### src/rtl/pci_cs_pkg.sv
package pci_cs_pkg;
   localparam int unsigned HALF_W = 16;
   localparam int unsigned DW_W   = 32;
   localparam int unsigned LANES  = DW_W / 8;

   // command bit positions
   localparam int unsigned CMD_MWI  = 4;
   localparam int unsigned CMD_PRSP = 6;
   localparam int unsigned CMD_SERR = 8;
   localparam int unsigned CMD_FBB  = 9;

   // status bit positions
   localparam int unsigned STS_MDPE = 8;
   localparam int unsigned STS_STA  = 11;
   localparam int unsigned STS_RTA  = 12;
   localparam int unsigned STS_RMA  = 13;
   localparam int unsigned STS_SSE  = 14;
   localparam int unsigned STS_DPE  = 15;

   localparam logic [HALF_W-1:0] STS_W1C_MASK = 16'hF900;
   localparam logic [HALF_W-1:0] STS_FIXED_MASK = 16'h06FF;

   typedef struct packed {
      logic perr;
      logic master;
      logic addr_perr;
      logic tgt_wr_perr;
      logic mst_rd_perr;
      logic sig_tabort;
      logic rcv_tabort;
      logic mabort;
      logic serr;
   } err_ev_t;
endpackage

### src/rtl/pci_cs_decode.sv
module pci_cs_decode
   import pci_cs_pkg::*;
#(
   parameter int unsigned ADDR_W  = 8,
   parameter logic [ADDR_W-1:0] REG_ADDR = 'h04
) (
   input  logic [ADDR_W-1:0]  cfg_addr,
   input  logic               cfg_wr,
   input  logic [LANES-1:0]   cfg_be,
   input  logic [DW_W-1:0]    cfg_wdata,
   input  logic [HALF_W-1:0]  cmd_val,
   input  logic [HALF_W-1:0]  sts_val,
   output logic [HALF_W-1:0]  cmd_wmask,
   output logic [HALF_W-1:0]  sts_clr,
   output logic               cmd_wr_any,
   output logic [DW_W-1:0]    cfg_rdata
);
   localparam int unsigned HLANES = HALF_W / 8;

   logic               hit;
   logic [LANES-1:0]   lane_we;
   logic [DW_W-1:0]    bit_we;

   generate
      if (REG_ADDR[1:0] != 2'b00) begin : g_bad_addr
         $error("REG_ADDR must be dword aligned");
      end
   endgenerate

   assign hit     = (cfg_addr == REG_ADDR);
   assign lane_we = (cfg_wr && hit) ? cfg_be : '0;

   // expand each lane enable to its eight data bits
   for (genvar l = 0; l < LANES; l++) begin : g_lane
      assign bit_we[l*8 +: 8] = {8{lane_we[l]}};
   end

   assign cmd_wmask  = bit_we[HALF_W-1:0];
   assign sts_clr    = bit_we[DW_W-1:HALF_W] & cfg_wdata[DW_W-1:HALF_W];
   assign cmd_wr_any = |lane_we[HLANES-1:0];
   assign cfg_rdata  = hit ? {sts_val, cmd_val} : '0;
endmodule

### src/rtl/pci_cs_cmd_reg.sv
module pci_cs_cmd_reg
   import pci_cs_pkg::*;
#(
   parameter logic [HALF_W-1:0] RW_MASK = 16'h0350
) (
   input  logic              clk,
   input  logic              rst_n,
   input  logic [HALF_W-1:0] wmask,
   input  logic [HALF_W-1:0] wdata,
   input  logic              wr_any,
   output logic [HALF_W-1:0] cmd_q
);
   logic [HALF_W-1:0] cmd_d;

   generate
      if ((RW_MASK & 16'hFCA0) != '0) begin : g_bad_mask
         $error("RW_MASK touches a reserved or hardwired command bit");
      end
   endgenerate

   assign cmd_d = ((cmd_q & ~wmask) | (wdata & wmask)) & RW_MASK;

   always_ff @(posedge clk) begin
      if (!rst_n) cmd_q <= '0;
      else        cmd_q <= cmd_d;
   end

   AST_CMD_HOLD: assert property (@(posedge clk) disable iff (!rst_n)
      !wr_any |=> $stable(cmd_q));
endmodule

### src/rtl/pci_cs_sts_reg.sv
module pci_cs_sts_reg
   import pci_cs_pkg::*;
#(
   parameter bit FBB_CAPABLE = 1'b1
) (
   input  logic              clk,
   input  logic              rst_n,
   input  err_ev_t           ev,
   input  logic              perr_resp_en,
   input  logic [HALF_W-1:0] clr,
   output logic [HALF_W-1:0] sts_val
);
   localparam logic [HALF_W-1:0] FIXED_VAL =
      16'h0200 | (FBB_CAPABLE ? 16'h0080 : 16'h0000);

   logic [HALF_W-1:0] set_v;
   logic [HALF_W-1:0] flags_q, flags_d;

   generate
      if ((FIXED_VAL & ~STS_FIXED_MASK) != '0) begin : g_bad_fixed
         $error("fixed status value overlaps a sticky flag");
      end
   endgenerate

   always_comb begin
      set_v           = '0;
      set_v[STS_MDPE] = ev.perr && ev.master && perr_resp_en;
      set_v[STS_STA]  = ev.sig_tabort;
      set_v[STS_RTA]  = ev.rcv_tabort;
      set_v[STS_RMA]  = ev.mabort;
      set_v[STS_SSE]  = ev.serr;
      set_v[STS_DPE]  = ev.addr_perr || ev.tgt_wr_perr || ev.mst_rd_perr;
   end

   // set has priority over a simultaneous clear
   assign flags_d = ((flags_q & ~clr) | set_v) & STS_W1C_MASK;

   always_ff @(posedge clk) begin
      if (!rst_n) flags_q <= '0;
      else        flags_q <= flags_d;
   end

   assign sts_val = flags_q | FIXED_VAL;

   AST_MDPE_GATED: assert property (@(posedge clk) disable iff (!rst_n)
      $rose(flags_q[STS_MDPE]) |-> $past(ev.perr && ev.master && perr_resp_en));
   AST_DPE_CAUSE: assert property (@(posedge clk) disable iff (!rst_n)
      $rose(flags_q[STS_DPE]) |-> $past(ev.addr_perr || ev.tgt_wr_perr || ev.mst_rd_perr));
   AST_STICKY_CLEAR: assert property (@(posedge clk) disable iff (!rst_n)
      ((~flags_q & $past(flags_q) & ~$past(clr)) == '0));
   AST_SET_WINS: assert property (@(posedge clk) disable iff (!rst_n)
      ev.mabort |=> flags_q[STS_RMA]);
endmodule

### src/rtl/pci_cmdsts_regs.sv
module pci_cmdsts_regs
   import pci_cs_pkg::*;
#(
   parameter int unsigned ADDR_W = 8,
   parameter logic [ADDR_W-1:0] REG_ADDR = 'h04,
   parameter logic [15:0] CMD_RW_MASK = 16'h0350,
   parameter bit FBB_CAPABLE = 1'b1
) (
   input  logic              clk,
   input  logic              rst_n,
   input  logic [ADDR_W-1:0] cfg_addr,
   input  logic              cfg_wr,
   input  logic [3:0]        cfg_be,
   input  logic [31:0]       cfg_wdata,
   output logic [31:0]       cfg_rdata,
   input  logic              ev_perr,
   input  logic              ev_master,
   input  logic              ev_addr_perr,
   input  logic              ev_tgt_wr_perr,
   input  logic              ev_mst_rd_perr,
   input  logic              ev_sig_tabort,
   input  logic              ev_rcv_tabort,
   input  logic              ev_mabort,
   input  logic              ev_serr,
   output logic              mwi_en,
   output logic              perr_resp_en,
   output logic              serr_en,
   output logic              fbb_any_en
);
   generate
      if (ADDR_W < 3) begin : g_bad_aw
         $error("ADDR_W too small to reach the register dword");
      end
   endgenerate

   err_ev_t           ev;
   logic [HALF_W-1:0] cmd_q, sts_val, cmd_wmask, sts_clr;
   logic              cmd_wr_any;

   assign ev = '{perr: ev_perr, master: ev_master, addr_perr: ev_addr_perr,
                 tgt_wr_perr: ev_tgt_wr_perr, mst_rd_perr: ev_mst_rd_perr,
                 sig_tabort: ev_sig_tabort, rcv_tabort: ev_rcv_tabort,
                 mabort: ev_mabort, serr: ev_serr};

   pci_cs_decode #(.ADDR_W(ADDR_W), .REG_ADDR(REG_ADDR)) dec_i (
      .cfg_addr(cfg_addr), .cfg_wr(cfg_wr), .cfg_be(cfg_be),
      .cfg_wdata(cfg_wdata), .cmd_val(cmd_q), .sts_val(sts_val),
      .cmd_wmask(cmd_wmask), .sts_clr(sts_clr), .cmd_wr_any(cmd_wr_any),
      .cfg_rdata(cfg_rdata));

   pci_cs_cmd_reg #(.RW_MASK(CMD_RW_MASK)) cmd_i (
      .clk(clk), .rst_n(rst_n), .wmask(cmd_wmask),
      .wdata(cfg_wdata[HALF_W-1:0]), .wr_any(cmd_wr_any), .cmd_q(cmd_q));

   pci_cs_sts_reg #(.FBB_CAPABLE(FBB_CAPABLE)) sts_i (
      .clk(clk), .rst_n(rst_n), .ev(ev), .perr_resp_en(perr_resp_en),
      .clr(sts_clr), .sts_val(sts_val));

   assign mwi_en       = cmd_q[CMD_MWI];
   assign perr_resp_en = cmd_q[CMD_PRSP];
   assign serr_en      = cmd_q[CMD_SERR];
   assign fbb_any_en   = cmd_q[CMD_FBB];
endmodule

### config.mk
export PLATFORM = sky130hd
export DESIGN_NAME = pci_cmdsts_regs
export DESIGN_NICKNAME = d
export VERILOG_FILES = /design/src/rtl/pci_cs_pkg.sv /design/src/rtl/pci_cs_decode.sv /design/src/rtl/pci_cs_cmd_reg.sv /design/src/rtl/pci_cs_sts_reg.sv /design/src/rtl/pci_cmdsts_regs.sv
export SDC_FILE = /design/constraint.sdc
export NUM_CORES = 1
export LEC_CHECK = 0
export ABC_AREA = 1
export BUFFER_PORTS_ARGS = -buffer_cell sky130_fd_sc_hd__buf_2
export CAP_MARGIN = 20
export CORE_MARGIN = 4
export CORE_UTILIZATION = 31
export DETAILED_ROUTE_END_ITERATION = 8
export GPL_ROUTABILITY_DRIVEN = 0
export PLACE_DENSITY = 0.8
export SLEW_MARGIN = 40
export SYNTH_ARGS = -nofsm -noshare
export SYNTH_HDL_FRONTEND = slang
export SYNTH_SLANG_ARGS = --single-unit
### constraint.sdc
create_clock -name clk -period 1.35 [get_ports clk]
set_input_delay 0.27 -clock clk [delete_from_list [all_inputs] [get_ports clk]]
set_output_delay 0.27 -clock clk [all_outputs]
set_load 0.005 [all_outputs]
-- After elaboration in Yosys (flattened, before gate mapping)
Index checks and enable logic that the tools add are counted.
- bits of input ports: 56
- logic and storage cells: 19
- output and inout bits: 36
- register bits: 20
- mux-type cells: 2
- equal/unequal tests: 1
- bitwise gates (word level): 8
- reductions and logical operators: 5
- operators by type and width (kind ; count):
    $and A16 B16 Y16 ; 2
    $mux W32 ; 1
    $and A10 B10 Y10 ; 2
    $not A16 Y16 ; 1
    $or A16 B16 Y16 ; 1
    $not A10 Y10 ; 1
    $or A10 B10 Y10 ; 1
    $eq A8 B3 Y1 const B ; 1
    $mux W4 ; 1
    $logic_and A1 B1 Y1 ; 3
    $logic_or A1 B1 Y1 ; 2

-- Logic depth before layout (Yosys ltp)
Gate-level depths: netlist of the first run.
- depth after elaboration: 7
- gate-level depth with buffers: 8
- mapped depth without buffers: 8

-- Cells and area by module
Synthesis of the first run repeated with hierarchy kept, for this count alone.
- cell total of the unflattened synthesis: 208
- area, all modules: 1122.3 um2
- by module, submodules not included (module ; seq. area each (um2) ; cells each ; area each (um2) ; times used):
    pci_cs_decode ; 0.0 ; 129 ; 571.8 ; 1
    pci_cs_sts_reg ; 120.1 ; 42 ; 301.5 ; 1
    pci_cs_cmd_reg ; 80.1 ; 37 ; 249.0 ; 1

-- Least setup slack after synthesis of the first run
No wires, ideal clock.
- kind: in2out
- start point: input cfg_addr[1]
- end point: output cfg_rdata[24]
- data arrival time: 885 ps
- path buffers: 0
- required time: 1080 ps
- path slack: 195 ps
- cell stages on the path: 5
- cell sequence: nor2_1 > nand2_1 > nor2_4 > inv_2 > nor2_1
- word-level cells in the longest chain between the ends: 2
- ends and longest elaborated chain (element ; RTL line ; text):
    start, declared ; pci_cmdsts_regs.sv:11 ; input logic [ADDR_W-1:0] cfg_addr,
    $eq A8 B3 Y1 ; pci_cs_decode.sv:30 ; assign hit = (cfg_addr == REG_ADDR);
    named net dec_i.hit ; pci_cs_decode.sv:20 ; logic hit;
    $mux W32 ; pci_cs_decode.sv:41 ; assign cfg_rdata = hit ? {sts_val, cmd_val} : '0;
    end, declared ; pci_cmdsts_regs.sv:15 ; output logic [31:0] cfg_rdata,
The timed path passes the listed nets, and every way through them passes these cells.

-- Worst setup path after layout of the first run
- start point: input cfg_addr[1]
- end point: output cfg_rdata[28]
- word-level cells in the longest chain between the ends: 2
- ends and longest elaborated chain (element ; RTL line):
    $eq A8 B3 Y1 ; pci_cs_decode.sv:30
    $mux W32 ; pci_cs_decode.sv:41
Every way passes these cells.

==> summary.md, run 1 <==
| Metric | Value |
|---|---|
| Worst Setup Path Type | `input pin to output pin` |
| Cell Area, Synth | `692 sq um` |
| Sequential area share after synthesis | `0.289` |
| Yosys warns | `0` |
| Worst skew pair latency | `approximately 270 ps` |
| DRC | `0` |
| Post-route setup TNS | `0 ps` |
| Via count | `724` |
| Row count | `16` |
| Initial drt markers | `14` |
| LEAKAGE | `around 0.55 nW` |
| Synth Area in Simple Gates | `0.324` |
| Unrepaired setup endpoints after global routing | `no` |
| Synth Area in XOR/XNOR | `0` |
| Worst Setup Start Kind | `input pin` |
| Slowest stage delay, CP | `150 ps` |
| Htree depth | `1` |
| Total gr overflow | `0` |
| Initial Utilization | `0.339` |
| Post-synthesis compound-gate area fraction | `0.0434` |
| Die footprint | `0.00305 sq mm` |
| Mux contribution to synthesized area | `0` |
| Syn_area_per_cell | `between 6 and 7 sq um` |
| Final layout net count | `213` |
| Most common cell after layout, fill and taps aside | `buf_2` |
| Area grow syn2layout | `34.2%` |
| Tmin final | `1270 ps` |
| TritonCTS Sinks | `10` |
| Leading cell types in the layout, fill and taps excluded | `buf_2, conb_1, nor2_1` |
| Die Y | `~55 microns` |
| # diodes | `0` |
| #FFs+latches synth | `10` |
| Arr. time, crit path | `1000 ps` |
| Final WS setup | `75.5 ps` |
| Largest net degree at the start of global routing | `11` |
| Status | `completed` |
| Vias in the first global route | `between 600 and 700` |
| Setup slack, reg-to-reg | `690 ps` |
| Post-CTS Setup Inserts | `0` |
| Final WL | `1610 microns` |
| Crit path cell chain | `buf_2, nor2_1, nand2_2, nor2_4, inv_4, nor2_1, buf_2` |
| DRT Pass-1 Iters | `4` |
| Worst path required time | `between 1000 and 1500 ps` |
| Max cap viols | `0` |
| GRT Total Usage | `0.101` |
| I/O Buffers | `48` |
| Fill cell count | `222` |
| Die width | `approximately 55 microns` |
| P per Cell Area | `731 mW/mm^2` |
| Antenna Nets Post-Route | `0` |
| TritonCTS clock tree | `built` |
| CP Capture Type | `output pin` |
| I/O Pins | `92` |
| Hold Fails Final Rpt | `0` |
| Largest family of logic cells by synthesized area | `buffers and inverters` |
| Multi-input logic area | `about 340 sq um` |
| Share of post-route cells with drive strength above 1 | `0.397` |
| Tcrit/Tclk final | `0.944` |
| Post-Synthesis Cells | `106` |
| Netlist cell types | `15` |
| First-pass GRT wire length | `2530 microns` |
| Setup WS pre-CTS | `slightly above 60 ps` |
| Setup violators final | `0` |
| DP HPWL | `1340 microns` |
| DR WL/cell | `8.81 microns` |
| Vias/cell | `3.96` |
| Peak VDD IR | `0.601 mV` |
| CP max-delay cell | `nor2_4` |
| TritonCTS Buffers | `3` |
| Longest Clk Path Bufs | `2` |
| Adder-cell share of the synthesized area | `0` |
| Hold_ws | `about 220 ps` |
| Clock root buffer | `clkbuf_4` |
| Initial antenna violation count | `0` |
| Core ar. | `0.00204 sq mm` |
| Max Fclk | `0.785 GHz` |
| Max-slew violation count | `0` |
| Worst-path fanout max | `10` |
| Clock skew | `around 0.16 ps` |
| Register area | `200 sq um` |
| Worst-path clk slew | `roughly 70 ps` |
| Worst hold path class | `input pin to register` |
cells by family (layout without fill, tap and decap cells):
logic type | count (synthesis) | in the layout
AO/OA/AOI/OAI | 6 | 6
buffers and inverters | 40 | 71
flip-flops | 10 | 10
other | 1 | 20
AND/OR/NAND/NOR | 49 | 49
per-layer routing:
layer / vias up / GRT usage / part of all wire
li1: 380 / - / -
met1: 292 / 0.111 / 0.39
met3: 5 / 0.0373 / 0.15
met5: - / 0 / 0
met2: 47 / 0.162 / 0.43
met4: 0 / 0.0625 / 0.025
worst max-delay path: cells and delay by family:
kind / cells / cell delay [ps]
buf+inv: 3 / 290
simple gates: 4 / 440
metrics by stage:
stage                util  cell area (sq um)  cells  power [mW]
floorplan               -                763    125       0.397
global placement    0.432                882    179       0.408
detailed placement  0.432                882    179       0.408
CTS                 0.450                918    183       0.680
global route        0.455                928    183       0.713
finish              0.455                928    183       0.679
what timing repair did:
action	in CTS	in global routing
setup endpoints to repair	0	7
hold buffers	0	0
gates resized for setup	0	4
area by class of cell:
type                       count  area share
inverter                      17      0.0714
multi-input combinational     75       0.363
clock buffer                   4      0.0391
tap                           27      0.0364
sequential                    10       0.216
timing repair buffer          50       0.275
final timing paths:
path,startpoint,endpoint,cells past startpoint
max,cfg_addr[1],cfg_rdata[28],7
min,cfg_wdata[9],register,3
max reg2reg,register,register,4
min reg2reg,sts_i.flags_q[15]$_SDFF_PN0_,sts_i.flags_q[15]$_SDFF_PN0_,2
synthesized netlist by cell type:
cell      n  area, sq um
a21oi_1   6         30.0
buf_2     1         5.00
buf_4    22          165
conb_1    1         3.75
dfxtp_1  10          200
inv_1    16         60.1
inv_2     1         3.75
nand2_1  16         60.1
nand3_1   1         5.00
nand3_2   2         20.0
nand4_1   6         37.5
nor2_1   21         78.8
nor2_2    1         6.26
nor2_4    1         11.3
nor3_1    1         5.00
power by group:
group	switching (mW)	leakage (nW)	internal, mW
clock network	0.110	0.0210	0.164
registers	0.00508	0.0822	0.305
logic	0.0506	0.451	0.0440
total	0.166	0.554	0.513
Note: power is estimated with default switching activity, not from simulation.
==> run 2: changes to the inputs <==
- PLACE_DENSITY: 0.8 -> unset
- PLACE_DENSITY_LB_ADDON: unset -> 0.08
==> run 2 against run 1 <==
Global-route usage grew 1.3 points. Sequential share of layout area is the same. Combinational power is essentially flat. Clock-buffer cell count is the same. Die area is the same. Fmax is essentially flat. Utilization is the same. Hold slack gained 8.0 ps. Register-to-register slack is essentially flat. Sequential power is essentially flat. Highest routed layer unchanged.
==> summary.md, run 2 (same netlist as run 1, synthesis figures left out) <==
| Metric | Value |
|---|---|
| Arr. time, crit path | `1010 ps` |
| Leading cell types in the layout, fill and taps excluded | `buf_2, nor2_1, conb_1` |
| Row count | `16` |
| Vias/cell | `3.91` |
| Worst path required time | `~1100 ps` |
| Clock root buffer | `clkbuf_4` |
| Total power | `0.681 mW` |
| GRT Total Usage | `0.114` |
| Tcrit/Tclk final | `0.945` |
| I/O Pins | `92` |
| First-pass GRT wire length | `2880 microns` |
| Cts hold-fix bufs | `0` |
| Area grow syn2layout | `34.2%` |
| Hold Fails Final Rpt | `0` |
| Non-Filler Instances | `184` |
| P per Cell Area | `between 700 and 800 mW/mm^2` |
| Max Fclk | `0.784 GHz` |
| Worst-path fanout max | `10` |
| Vias in the first global route | `a little under 700` |
| DRC | `0` |
| Initial antenna violation count | `0` |
| Core ar. | `0.00204 sq mm` |
| Most common cell after layout, fill and taps aside | `buf_2` |
| Max-slew violation count | `0` |
| Share of post-route cells with drive strength above 1 | `0.382` |
| Htree depth | `1` |
| DP HPWL | `roughly 1400 microns` |
| Largest net degree at the start of global routing | `11` |
| Longest Clk Path Bufs | `2` |
| Total gr overflow | `0` |
| Unrepaired setup endpoints after global routing | `yes` |
| CP Capture Type | `output pin` |
| Final WL | `1730 microns` |
| Placed Cells | `178` |
| Via count | `720` |
| Die width | `about 55 microns` |
| Worst-path clk slew | `~70 ps` |
| TritonCTS Sinks | `10` |
| Worst Setup Path Type | `input pin to output pin` |
| Final layout net count | `214` |
| DRT Pass-1 Iters | `4` |
| TritonCTS clock tree | `built` |
| Die Y | `approximately 55 microns` |
| Initial drt markers | `14` |
| I/O Buffers | `48` |
| Initial Utilization | `0.339` |
| Worst Setup Start Kind | `input pin` |
| DR WL/cell | `about 9.4 microns` |
| Worst skew pair latency | `260 ps` |
| TritonCTS Buffers | `3` |
| Max cap viols | `0` |
| Setup violators final | `0` |
| Peak VDD IR | `roughly 0.41 mV` |
| Antenna Nets Post-Route | `0` |
| Tmin final | `between 1000 and 1500 ps` |
| Worst hold path class | `input pin to register` |
| LEAKAGE | `0.559 nW` |
| Clock skew | `0.103 ps` |
| Die footprint | `0.00305 sq mm` |
| # diodes | `0` |
| Critical Path Source | `cfg_addr[7]` |
| Status | `completed` |
| Hold path startpoint | `cfg_wdata[4]` |
run 2: layout make-up:
cell class / instances / area [sq um]
clock buffer: 4 / 36.3
fill: 219 / 1110
inverter: 17 / 66.3
multi-input combinational: 75 / 329
sequential: 10 / 200
tap: 27 / 33.8
timing repair buffer: 51 / 263
run 2: worst max-delay path, cell delays in order:
cell and delay [ps]:
buf_2 90, nor2_1 90, nand2_1 90, nor2_4 160, inv_4 80, nor2_1 100
buf_2 120
run 2: worst paths after layout:
path | end | slack [ps] | depth (start not counted)
max | cfg_rdata[28] | 70 | 7
min | register | 230 | 3
max reg2reg | register | 700 | 4
min reg2reg | sts_i.flags_q[14]$_SDFF_PN0_ | 460 | 2
run 2: power by group:
group	leakage, nW	switching, mW	internal, mW
Sequential	0.0822	0.00491	0.305
Combinational	0.456	0.0509	0.0436
Clock	0.0210	0.112	0.164
Total	0.559	0.168	0.512
run 2: per-stage QoR:
| stage | TNS [ps] | cell area [sq um] | hold slack [ps] | setup slack (ps) | util |
|---|---|---|---|---|---|
| 6_report | 0 | 928 | 229 | 74.9 | 0.455 |
| 5_1_grt | -94.5 | 928 | 244 | -24.3 | 0.455 |
| 4_1_cts | 0 | 911 | 227 | 26.2 | 0.446 |
| 3_5_place_dp | 0 | 875 | 456 | 39.2 | 0.428 |
| 3_3_place_gp | 0 | 875 | 450 | 46.0 | 0.428 |
| 2_1_floorplan | 0 | 763 | 390 | 195 | - |
run 2: per-layer routing:
layer,GRT usage,vias to the layer above,wire [microns],part of all wire
li1,-,381,-,-
met1,0.137,294,728,0.42
met2,0.181,43,772,0.45
met3,0.0466,2,216,0.12
met4,0.0417,0,12,0.0069
met5,0,-,0,0
run 2: what timing repair did:
item,4_1_cts,5_1_grt
resized for setup,0,1
hold endpoints to repair,0,0
setup endpoints to repair,0,10
buffers inserted,0,2
